==> src/rtl/alloc_pkg.sv <==
package alloc_pkg;
  // Two physical ports per logical direction; the port-pick logic is written for this.
  localparam int DIL = 2;
  localparam int LFSR_W = 16;

  function automatic logic [LFSR_W-1:0] lfsr_next(input logic [LFSR_W-1:0] s);
    return {s[LFSR_W-2:0], s[15] ^ s[13] ^ s[12] ^ s[10]};
  endfunction
endpackage

==> src/rtl/alloc_lfsr.sv <==
module alloc_lfsr
  import alloc_pkg::*;
#(
  parameter logic [LFSR_W-1:0] SEED = 16'hACE1
) (
  input  logic clk,
  input  logic rst_n,
  output logic rnd_o
);
  logic [LFSR_W-1:0] st_q, st_n;
  logic              st_en;

  assign st_en = 1'b1;
  always_comb st_n = lfsr_next(st_q);

  always_ff @(posedge clk or negedge rst_n) begin
    if (!rst_n)     st_q <= SEED;
    else if (st_en) st_q <= st_n;
  end

  assign rnd_o = st_q[0];

  // a nonzero register never locks up at zero
  p_lfsr_live_r5: assert property (@(posedge clk) disable iff (!rst_n) st_q != '0);
endmodule

==> src/rtl/alloc_blocked.sv <==
module alloc_blocked
  import alloc_pkg::*;
#(
  parameter int N_DIR = 4,
  localparam int N_OUT = N_DIR * DIL
) (
  input  logic             clk,
  input  logic             rst_n,
  input  logic             split_i,
  input  logic [N_OUT-1:0] used_i,
  input  logic [N_OUT-1:0] dis_i,
  input  logic [N_OUT-1:0] dnb_i,
  output logic [DIL-1:0]   blocked_o
);
  always_comb begin
    logic [N_OUT-1:0] good;
    logic             full_any;
    logic [DIL-1:0]   half_any;
    good     = ~used_i & ~dis_i & ~dnb_i;
    full_any = 1'b0;
    half_any = '0;
    for (int d = 0; d < N_DIR; d++) begin
      if (!(|good[d*DIL +: DIL])) full_any = 1'b1;
      for (int h = 0; h < DIL; h++)
        if (!good[d*DIL + h]) half_any[h] = 1'b1;
    end
    blocked_o = split_i ? half_any : {DIL{full_any}};
  end

  // every port disabled means no usable path anywhere
  p_all_dis_r12: assert property (@(posedge clk) disable iff (!rst_n)
    (&dis_i) |-> (&blocked_o));
  // an idle, fully healthy stage is never blocked
  p_idle_free_r13: assert property (@(posedge clk) disable iff (!rst_n)
    (used_i == '0 && dis_i == '0 && dnb_i == '0) |-> (blocked_o == '0));
endmodule

==> src/rtl/alloc_core.sv <==
module alloc_core
  import alloc_pkg::*;
#(
  parameter int N_IN  = 8,
  parameter int N_DIR = 4,
  localparam int HDR_W = $clog2(N_DIR),
  localparam int N_OUT = N_DIR * DIL,
  localparam int PW    = $clog2(N_OUT),
  localparam int HALF  = N_IN / DIL
) (
  input  logic                  clk,
  input  logic                  rst_n,
  input  logic                  split_i,
  input  logic [N_IN-1:0]       req_i,
  input  logic [N_IN*HDR_W-1:0] dir_i,
  input  logic [N_OUT-1:0]      dis_i,
  input  logic [N_OUT-1:0]      dnb_i,
  input  logic                  rnd_i,
  output logic [N_OUT-1:0]      used_o,
  output logic [N_IN-1:0]       grant_o,
  output logic [N_IN-1:0]       busy_o,
  output logic [N_IN*PW-1:0]    conn_port_o
);
  logic [N_IN-1:0]          cv_q, cv_n, busy_q, busy_n, ld;
  logic [N_IN-1:0][PW-1:0]  cp_q, cp_n;
  logic [N_OUT-1:0]         used;

  // Next-state: release, then fixed-priority allocation over a running taken mask
  always_comb begin
    logic [N_OUT-1:0] taken;
    logic [HDR_W-1:0] d;
    logic [PW-1:0]    pa, pb, pick;
    logic             ok_a, ok_b, hit;
    used = '0;
    for (int i = 0; i < N_IN; i++)
      if (cv_q[i]) used[cp_q[i]] = 1'b1;
    taken  = used;
    cv_n   = cv_q;
    cp_n   = cp_q;
    busy_n = '0;
    ld     = '0;
    d = '0; pa = '0; pb = '0; pick = '0; ok_a = 1'b0; ok_b = 1'b0; hit = 1'b0;
    for (int i = 0; i < N_IN; i++) begin
      if (cv_q[i]) begin
        if (!req_i[i]) cv_n[i] = 1'b0;
      end else if (req_i[i]) begin
        d  = dir_i[i*HDR_W +: HDR_W];
        pa = PW'(d) * PW'(DIL);
        pb = pa + PW'(1);
        if (split_i) begin
          pick = pa + PW'(i / HALF);
          hit  = !taken[pick] && !dis_i[pick];
        end else begin
          ok_a = !taken[pa] && !dis_i[pa];
          ok_b = !taken[pb] && !dis_i[pb];
          hit  = ok_a || ok_b;
          if (ok_a && ok_b) begin
            if (dnb_i[pa] != dnb_i[pb]) pick = dnb_i[pa] ? pb : pa;
            else                        pick = rnd_i ? pb : pa;
          end else begin
            pick = ok_a ? pa : pb;
          end
        end
        if (hit) begin
          cv_n[i]     = 1'b1;
          cp_n[i]     = pick;
          ld[i]       = 1'b1;
          taken[pick] = 1'b1;
        end else begin
          busy_n[i] = 1'b1;
        end
      end
    end
  end

  always_ff @(posedge clk or negedge rst_n) begin
    if (!rst_n) begin
      cv_q   <= '0;
      busy_q <= '0;
      cp_q   <= '0;
    end else begin
      cv_q   <= cv_n;
      busy_q <= busy_n;
      for (int i = 0; i < N_IN; i++)
        if (ld[i]) cp_q[i] <= cp_n[i];
    end
  end

  always_comb begin
    for (int i = 0; i < N_IN; i++)
      conn_port_o[i*PW +: PW] = cv_q[i] ? cp_q[i] : '0;
  end

  assign used_o  = used;
  assign grant_o = cv_q;
  assign busy_o  = busy_q;

  // Ownership matrix for the one-owner checks
  logic [N_OUT-1:0][N_IN-1:0] own;
  always_comb begin
    for (int p = 0; p < N_OUT; p++)
      for (int i = 0; i < N_IN; i++)
        own[p][i] = cv_q[i] && (cp_q[i] == PW'(p));
  end

  for (genvar p = 0; p < N_OUT; p++) begin : g_port_chk
    p_one_owner_r3: assert property (@(posedge clk) disable iff (!rst_n)
      $countones(own[p]) <= 1);
    p_dis_stays_free_r6: assert property (@(posedge clk) disable iff (!rst_n)
      (dis_i[p] && !used[p]) |=> !used[p]);
  end

  for (genvar g = 0; g < N_IN; g++) begin : g_in_chk
    p_hold_r8: assert property (@(posedge clk) disable iff (!rst_n)
      (cv_q[g] && req_i[g]) |=> (cv_q[g] && $stable(cp_q[g])));
    p_release_r9: assert property (@(posedge clk) disable iff (!rst_n)
      (cv_q[g] && !req_i[g]) |=> !cv_q[g]);
    p_busy_nocirc_r7: assert property (@(posedge clk) disable iff (!rst_n)
      busy_q[g] |-> !cv_q[g]);
    p_split_half_r11: assert property (@(posedge clk) disable iff (!rst_n)
      ($rose(cv_q[g]) && $past(split_i)) |-> (cp_q[g][0] == ((g >= HALF) ? 1'b1 : 1'b0)));
  end
endmodule

==> src/rtl/dil_port_alloc.sv <==
module dil_port_alloc
  import alloc_pkg::*;
#(
  parameter int N_IN  = 8,
  parameter int N_DIR = 4,
  parameter logic [LFSR_W-1:0] SEED = 16'hACE1,
  localparam int HDR_W = $clog2(N_DIR),
  localparam int N_OUT = N_DIR * DIL,
  localparam int PW    = $clog2(N_OUT)
) (
  input  logic                  clk,
  input  logic                  rst_n,
  input  logic                  split_i,
  input  logic [N_IN-1:0]       req_i,
  input  logic [N_IN*HDR_W-1:0] dir_i,
  input  logic [N_OUT-1:0]      port_dis_i,
  input  logic [N_OUT-1:0]      dn_blocked_i,
  output logic [N_IN-1:0]       grant_o,
  output logic [N_IN-1:0]       busy_o,
  output logic [N_IN*PW-1:0]    conn_port_o,
  output logic [DIL-1:0]        blocked_o
);
  logic [1:0]       rs_q;
  logic             rst_int_n;
  logic             rnd;
  logic [N_OUT-1:0] used;

  // Asynchronous assertion, synchronous release
  always_ff @(posedge clk or negedge rst_n) begin
    if (!rst_n) rs_q <= '0;
    else        rs_q <= {rs_q[0], 1'b1};
  end
  assign rst_int_n = rs_q[1];

  alloc_lfsr #(.SEED(SEED)) u_lfsr (
    .clk(clk), .rst_n(rst_int_n), .rnd_o(rnd)
  );

  alloc_core #(.N_IN(N_IN), .N_DIR(N_DIR)) u_core (
    .clk(clk), .rst_n(rst_int_n), .split_i(split_i), .req_i(req_i),
    .dir_i(dir_i), .dis_i(port_dis_i), .dnb_i(dn_blocked_i), .rnd_i(rnd),
    .used_o(used), .grant_o(grant_o), .busy_o(busy_o), .conn_port_o(conn_port_o)
  );

  alloc_blocked #(.N_DIR(N_DIR)) u_blk (
    .clk(clk), .rst_n(rst_int_n), .split_i(split_i), .used_i(used),
    .dis_i(port_dis_i), .dnb_i(dn_blocked_i), .blocked_o(blocked_o)
  );
endmodule

==> config.mk <==
export PLATFORM = sky130hd
export DESIGN_NAME = dil_port_alloc
export DESIGN_NICKNAME = d
export VERILOG_FILES = /design/src/rtl/alloc_pkg.sv /design/src/rtl/alloc_lfsr.sv /design/src/rtl/alloc_blocked.sv /design/src/rtl/alloc_core.sv /design/src/rtl/dil_port_alloc.sv
export SDC_FILE = /design/constraint.sdc
export NUM_CORES = 1
export LEC_CHECK = 0
export ABC_AREA = 1
export BUFFER_PORTS_ARGS = -buffer_cell sky130_fd_sc_hd__buf_2
export CORE_MARGIN = 1.5
export CORE_UTILIZATION = 26
export CTS_CLUSTER_DIAMETER = 80
export DETAILED_ROUTE_END_ITERATION = 7
export SLEW_MARGIN = 20
export SYNTH_ARGS = -nofsm -noshare
export SYNTH_HDL_FRONTEND = slang
export SYNTH_SLANG_ARGS = --single-unit
==> constraint.sdc <==
create_clock -name clk -period 2.4 [get_ports clk]
set_input_delay 0.48 -clock clk [delete_from_list [all_inputs] [get_ports clk]]
set_output_delay 0.48 -clock clk [all_outputs]
set_load 0.02 [all_outputs]
### After elaboration in Yosys (flattened, before gate mapping)

Cells that the tools add are included.

* register bits after elaboration: 58
* input port bits: 43
* word-level logic and storage cells: 521

* add/sub/neg operators: 8
* $lt $le $gt $ge: 46
* equal/unequal tests: 8
* multiplexer cells: 326
* bitwise logic cells: 30
* reductions and logical operators: 91

Operators with widths (number)
* $mux W8: 29
* $mux W3: 70
* $mux W1: 163
* $lt A3 B4 Y1 const B: 31
* $or A8 B8 Y8: 14
* $bmux W1 S3: 24
* $bmux W1 S2: 24
* $demux W1 S3: 15
* $ge A3 B1 Y1 const B: 15
* $logic_and A1 B1 Y1: 39
* $logic_not A1 Y1: 32
* $reduce_and A4 Y1: 8
* $add A3 B1 Y3 const B: 8
* $not A8 Y8: 3
* $and A8 B8 Y8: 2
* $logic_or A1 B1 Y1: 8
* $ne A1 B1 Y1: 8
* $not A1 Y1: 8
* $reduce_or A2 Y1: 4
* $xor A1 B1 Y1: 3
* $mux W2: 1

### Depth between registers and ports, before layout

* depth after elaboration: 150
* mapped depth: 72
* depth with buffers taken out: 71

### Modules after synthesis

From an unflattened synthesis, not the netlist that was laid out.

* cell total of the unflattened synthesis: 999
* area, all modules: 5873.1 um^2

By module, submodules not included
* alloc_core: times used 1, cells an instance 921, area an instance 5175.0 um^2, sequential area each 1001.0 um^2
* alloc_lfsr: times used 1, cells an instance 33, area an instance 481.7 um^2, sequential area each 410.4 um^2
* alloc_blocked: times used 1, cells an instance 42, area an instance 162.7 um^2, sequential area each 0.0 um^2
* dil_port_alloc: times used 1, cells an instance 3, area an instance 53.8 um^2, sequential area each 50.0 um^2

### Worst setup path before layout

Ideal clock, no wire load.

* path kind: register to register
* from: register u_core.cv_q[3] (netlist: u_core.grant_o[3])
* to: register u_core.cp_q[21] (netlist name)
* arrival time: 5.548 ns
* path slack: -3.264 ns
* cell stages (with the launch flop): 64
* path through: dfrtp_1 > buf_4 > nand2_2 > inv_2 > nand2_1 > nand3_1 > nor2_1 > nand3_1 > nand2_1 > nand2_1 > nor2_2 > nand2_1 > nand2_2 > nor2_2 > nand2_1 > nand2_1 > nand2_1 > nand2_1 > (+28 left out) > a21boi_1 > nand3_2 > nand2_2 > nand2_1 > o21bai_1 > nand2_1 > nand2_1 > inv_1 > nand3_1 > nand2_2 > nand3_1 > o21bai_1 > nand3_1 > nand3_2 > nand2_2 > nand2_2 > nand2_1 > nand2_1

* cells in the longest elaborated chain, start to end: 140

Ends and longest elaborated chain
* start: declaration: line alloc_core.sv:24 `logic [N_IN-1:0] cv_q, cv_n, busy_q, busy_n, ld;`
* start signal: assignment: line alloc_core.sv:82 `cv_q <= cv_n;`
* $mux W8: line alloc_core.sv:36 `if (cv_q[i]) used[cp_q[i]] = 1'b1;`
* $or A8 B8 Y8 (no line)
* $mux W8: line alloc_core.sv:36
* $or A8 B8 Y8 (no line)
* $mux W8: line alloc_core.sv:36
* $or A8 B8 Y8 (no line)
* $mux W8: line alloc_core.sv:36
* $or A8 B8 Y8 (no line)
* (+124 left out)
* $logic_or A1 B1 Y1: line alloc_core.sv:56 `hit = ok_a || ok_b;`
* $mux W1: line alloc_core.sv:50 `if (split_i) begin`
* $mux W1: line alloc_core.sv:46 `end else if (req_i[i]) begin`
* $mux W1: line alloc_core.sv:44 `if (cv_q[i]) begin`
* $mux W1: line alloc_core.sv:64 `if (hit) begin`
* $mux W1: line alloc_core.sv:46
* $mux W1: line alloc_core.sv:44
* $reduce_and A4 Y1 (no line)
* end signal: indexed assignment: line alloc_core.sv:85 `if (ld[i]) cp_q[i] <= cp_n[i];`
* end: declaration: line alloc_core.sv:25 `logic [N_IN-1:0][PW-1:0] cp_q, cp_n;`

Every way passes the cells marked *; elsewhere a longest branch is shown, timed or not. The select of a mux whose other input is x is not followed.
A chain may end at the register's enable or synchronous reset.

### Final worst setup path

* from: register u_core.cv_q[3] (netlist: u_core.grant_o[3])
* to: register u_core.cp_q[22] (netlist name)

The elaborated chain is that of the path after synthesis.

==> flow_results.org <==
** Critical path
- Max FO, Critical Path :: 6
- Top cell by count, worst path :: sky130_fd_sc_hd__nand2_2
- Data on the critical path arrives at its endpoint at 6.85 ns.
- STA classifies the critical path startpoint as a flop.
- On the critical path, the stage with the largest delay is an instance of sky130_fd_sc_hd__dfrtp_2.
- Required time worst endpoint :: 2.63 ns
- The largest single stage delay on the critical path is 0.49 ns.
- The critical path is of the flop to flop type.
- Type of destination of the critical path :: flop

** Floorplan
- Measured along the y axis, the die boundary spans 149 um.
- In this run the standard cell core region covers 0.0210 mm2.
- The initial utilization of the core area, before any placement, comes to 26.5%.
- The floorplan has 53 rows.
- Horizontal die dimension :: 149 um
- Die Outline Area :: 0.0223 mm2
- Total I/O pin count :: 85

** Power and ir drop
- Switching portion of total power :: 44.4%
- Combinational group share of total power :: 73.7%
- The worst-case IR drop observed on VDD is 0.488 mV.
- For this design the ratio of total power to cell area is 1200 mW/mm2.
- Internal power :: 6650 uW
- The clock network burns 12.1% of the power.
- Registers are responsible for 14.3% of the overall power.
- Summed over all nets, the switching power comes to 5310 uW.
- Leak pwr :: 0.00540 uW

** Cells and area
- For this run, the post-layout net count is 1388.
- From synthesis to final layout, the design area changed by 79.0%.
- Share of layout cells above drive strength 1 :: 50.4%
- Antenna Diode Count :: 0

** Synth
- Counting flops with a built-in enable in the synthesized netlist gives 0.
- The number of different library cells used by synthesis comes to 44.
- Synthesized instance count :: 946
- Dominant synthesized flop cell :: sky130_fd_sc_hd__dfrtp_1
- Sequential cell area fraction in the yosys report :: 26.2%
- Yosys warning count :: 0
- Netlist Area Pre-Place :: 0.00558 mm2
- In the synthesized netlist the async set-or-reset flop fraction comes to 100%.
- Syn_area_per_cell :: 5.89 um2
- Register bit count reported by yosys :: 58
- Counting every net in the synthesized netlist gives 989.

** CTS
- Num CTS Buffers :: 9
- Clk sinks :: 58
- TritonCTS built the clock tree.
- Clock latency reported for the late side of the worst-skew pair :: 0.35 ns
- After clock tree synthesis, the clock-pin slew on the worst setup and hold paths is 0.06 ns.
- Counting along the longest clock path gives a buffer depth of 2.
- H-tree level count :: 3
- In this run the clock root is driven by a sky130_fd_sc_hd__clkbuf_16.

** Timing
- Worst Hold Slack :: 0.291 ns
- For the finished layout, the period the worst path requires is 6.62 ns.
- After layout, the worst setup slack is -4.22 ns.
- Final setup viols :: 37
- Peak clock frequency supported by timing :: 0.151 GHz
- The number of pins with negative max-slew slack in the final report came to 0.
- Final worst clock skew :: 0.0119 ns
- The number of hold-slack violations in the final timing report came to 0.
- Period utilisation layout :: 276%
- Unrepaired setup endpoints after global routing :: true
- For the pin with the worst max-slew slack, the measured transition is 0.630 ns.
- Slew Limit Headroom :: 58.0%

** Placement
- Detailed placement ended at an HPWL of 20100 um.
- Worst slack at placement :: -4.42 ns
- At the end of routability-driven placement, the weighted congestion stood at 1.02.
- Number of buffers inserted by port buffering :: 84

** GRT
- The number of antenna violations at the first check in global routing is 0.
- Across every metal layer, demand over resource in global routing totals 22.5%.
- Maximum number of pins on one net before global-route repair :: 32
- First-pass GRT wire length :: 38100 um
- For this run the aggregate overflow at the end of global routing stands at 0.
- Number of global-route vias before repair :: 7163

** Status
- Violations in the final reports :: negative setup slack
- Result of the run :: finished, violations left

** Routing
- 1st-iter DRT viols :: 566
- The routed layout has 7755 vias.
- Number of iterations in the first detailed-routing pass :: 5
- Wire per inst :: 15.8 um
- Detail Route Antenna Nets :: 0
- For this run, design rule violations remaining after detail routing come to 0.
- Wires add up to 25700 um.
- After detailed routing, the number of vias per cell comes to 4.77.

** Hold path
- The tightest min-delay check is of the flop to asynchronous set/reset pin type.

** Job
- The tool flagged a number of max-cap violations equal to 0.
worst paths after layout:
kind	to	slack [ns]	startpoint	cells past startpoint
setup / recovery	u_core.cp_q[22]	-4.22	u_core.grant_o[3]	62
hold / removal	u_core.cp_q[5]	0.29	rs_q[1]	0
setup reg to reg	u_core.cp_q[22]	-4.22	u_core.grant_o[3]	62
hold reg to reg	u_core.cp_q[5]	0.29	rs_q[1]	0
max in group asynchronous	u_lfsr.st_q[5]	1.44	rs_q[1]	1
min in group clk	u_lfsr.st_q[10]	0.35	u_lfsr.st_q[9]	0
cells by family after synthesis:
group / after synthesis / synth area share (%)
xor gates and xnor gates: 3 / 0.471
and+or+nand+nor: 551 / 42.9
AOI/OAI and AO/OA: 154 / 17.3
DFF: 58 / 26.2
buffers and inverters: 173 / 12.0
adders and majority gates: 6 / 1.08
other: 1 / 0.0673
state kept, by name, summed over array words and instances (netlist names):
register and count:
u_core.cp_q 24, rs_q 2, u_lfsr.st_q 16, u_core.grant_o 8
u_core.busy_o 8
per-stage QoR:
stage                     cell area, um2  power (uW)  instances  setup TNS [ns]  utilization [%]
final                               9980       12000       1625          -84.89             47.5
after global routing                9980       12800       1625          -97.48             47.5
after CTS                           9300       10700       1598          -79.25             44.2
after detailed placement            8430        8380       1543          -89.25             40.1
after global placement              8430        8390       1543          -88.66             40.1
after floorplan                     5850        5000        946          -57.00                -
cell type report:
class	count	area, um2
Clock inverter	5	77.6
Inverter	160	623
Timing Repair Buffer	401	2870
Sequential cell	58	1480
Tap cell	275	344
Multi-Input combinational cell	715	4350
Clock buffer	11	243
Fill cell	2104	11000
Yosys cell counts (2+ instances only):
master / number / share of area, %
sky130_fd_sc_hd__a221oi_1: 12 / 1.9
sky130_fd_sc_hd__nand2_2: 27 / 3.0
sky130_fd_sc_hd__or2_2: 4 / 0.45
sky130_fd_sc_hd__clkinv_1: 7 / 0.47
sky130_fd_sc_hd__a22oi_1: 3 / 0.40
sky130_fd_sc_hd__nand3_2: 7 / 1.3
sky130_fd_sc_hd__a211oi_1: 5 / 0.67
sky130_fd_sc_hd__a21boi_1: 3 / 0.40
sky130_fd_sc_hd__nand2_4: 2 / 0.40
sky130_fd_sc_hd__dfstp_2: 8 / 3.8
sky130_fd_sc_hd__clkbuf_1: 7 / 0.47
sky130_fd_sc_hd__nor3_1: 9 / 0.81
sky130_fd_sc_hd__maj3_1: 6 / 1.1
sky130_fd_sc_hd__buf_2: 4 / 0.36
sky130_fd_sc_hd__nor2_4: 2 / 0.40
sky130_fd_sc_hd__dfrtp_1: 50 / 22
sky130_fd_sc_hd__a22o_1: 2 / 0.31
sky130_fd_sc_hd__o21ai_1: 11 / 0.99
sky130_fd_sc_hd__nor2_1: 127 / 8.6
sky130_fd_sc_hd__o21bai_1: 22 / 3.0
sky130_fd_sc_hd__xnor2_1: 2 / 0.31
sky130_fd_sc_hd__o21ai_0: 46 / 4.1
sky130_fd_sc_hd__inv_2: 31 / 2.1
sky130_fd_sc_hd__inv_1: 121 / 8.1
sky130_fd_sc_hd__nand4_1: 8 / 0.90
sky130_fd_sc_hd__nand2_1: 267 / 18
sky130_fd_sc_hd__a21oi_1: 22 / 2.0
sky130_fd_sc_hd__nand3_1: 84 / 7.5
sky130_fd_sc_hd__nor4_1: 2 / 0.22
sky130_fd_sc_hd__o22ai_1: 17 / 1.9
sky130_fd_sc_hd__o221ai_1: 5 / 0.79
sky130_fd_sc_hd__nor2_2: 11 / 1.2
placed cells by master, fill, tap and decap left out, types with 4 or more instances in the layout:
cell | synthesis | final
sky130_fd_sc_hd__maj3_1 | 6 | 6
sky130_fd_sc_hd__nand4_1 | 8 | 8
sky130_fd_sc_hd__buf_2 | 4 | 84
sky130_fd_sc_hd__o21bai_4 | 0 | 10
sky130_fd_sc_hd__inv_1 | 121 | 119
sky130_fd_sc_hd__dfrtp_2 | 0 | 14
sky130_fd_sc_hd__nand2_4 | 2 | 35
sky130_fd_sc_hd__a21oi_1 | 22 | 19
sky130_fd_sc_hd__nand2_2 | 27 | 50
sky130_fd_sc_hd__nand3_1 | 84 | 50
sky130_fd_sc_hd__clkinv_1 | 7 | 5
sky130_fd_sc_hd__inv_2 | 31 | 28
sky130_fd_sc_hd__nor2_4 | 2 | 9
sky130_fd_sc_hd__or2_2 | 4 | 4
sky130_fd_sc_hd__o21ai_0 | 46 | 31
sky130_fd_sc_hd__nor3_1 | 9 | 4
sky130_fd_sc_hd__o21ai_1 | 11 | 19
sky130_fd_sc_hd__buf_6 | 1 | 7
sky130_fd_sc_hd__nand2_1 | 267 | 210
sky130_fd_sc_hd__clkbuf_16 | 0 | 9
sky130_fd_sc_hd__a211oi_1 | 5 | 5
sky130_fd_sc_hd__nand3_2 | 7 | 34
sky130_fd_sc_hd__dfstp_2 | 8 | 8
sky130_fd_sc_hd__buf_4 | 1 | 306
sky130_fd_sc_hd__o221ai_1 | 5 | 5
sky130_fd_sc_hd__a221oi_1 | 12 | 12
sky130_fd_sc_hd__o21bai_2 | 1 | 7
sky130_fd_sc_hd__o21bai_1 | 22 | 6
sky130_fd_sc_hd__o22ai_1 | 17 | 17
sky130_fd_sc_hd__nor2_1 | 127 | 99
sky130_fd_sc_hd__nand3_4 | 0 | 7
sky130_fd_sc_hd__o21ai_2 | 0 | 4
sky130_fd_sc_hd__nor2_2 | 11 | 32
sky130_fd_sc_hd__dfrtp_1 | 50 | 36
sky130_fd_sc_hd__inv_4 | 0 | 7
timing repair:
action / 4_1_cts / 5_1_grt
setup buffers: 38 / 27
resized for setup: 69 / 126
setup endpoints to repair: 37 / 37
hold endpoints to repair: 2 / 0
pin swaps: 38 / 62
hold buffers: 1 / 0
worst max-delay path: cells and delay by family (launching register included):
family / cells / cell delay [ns]
flops: 1 / 0.49
simple gates: 50 / 4.57
buf+inv: 6 / 0.65
compound gates: 6 / 0.78
metal layers:
layer | global-route usage (%) | share of wire (%) | wire length (um)
met1 | 30.6 | 44 | 11300
met5 | 0 | 0 | 0
met2 | 35.5 | 47 | 12000
met3 | 3.99 | 6.6 | 1690
met4 | 7.97 | 2.6 | 674
power by group through the flow:
stage | sequential, uW | combinational, uW | clock [uW]
2_1_floorplan | 1680 | 3320 | 0
3_3_place_gp | 1690 | 6700 | 0
3_5_place_dp | 1700 | 6690 | 0
4_1_cts | 1690 | 7540 | 1470
5_1_grt | 1750 | 9490 | 1510
6_report | 1710 | 8810 | 1440
(Power assumes the default switching activity.)
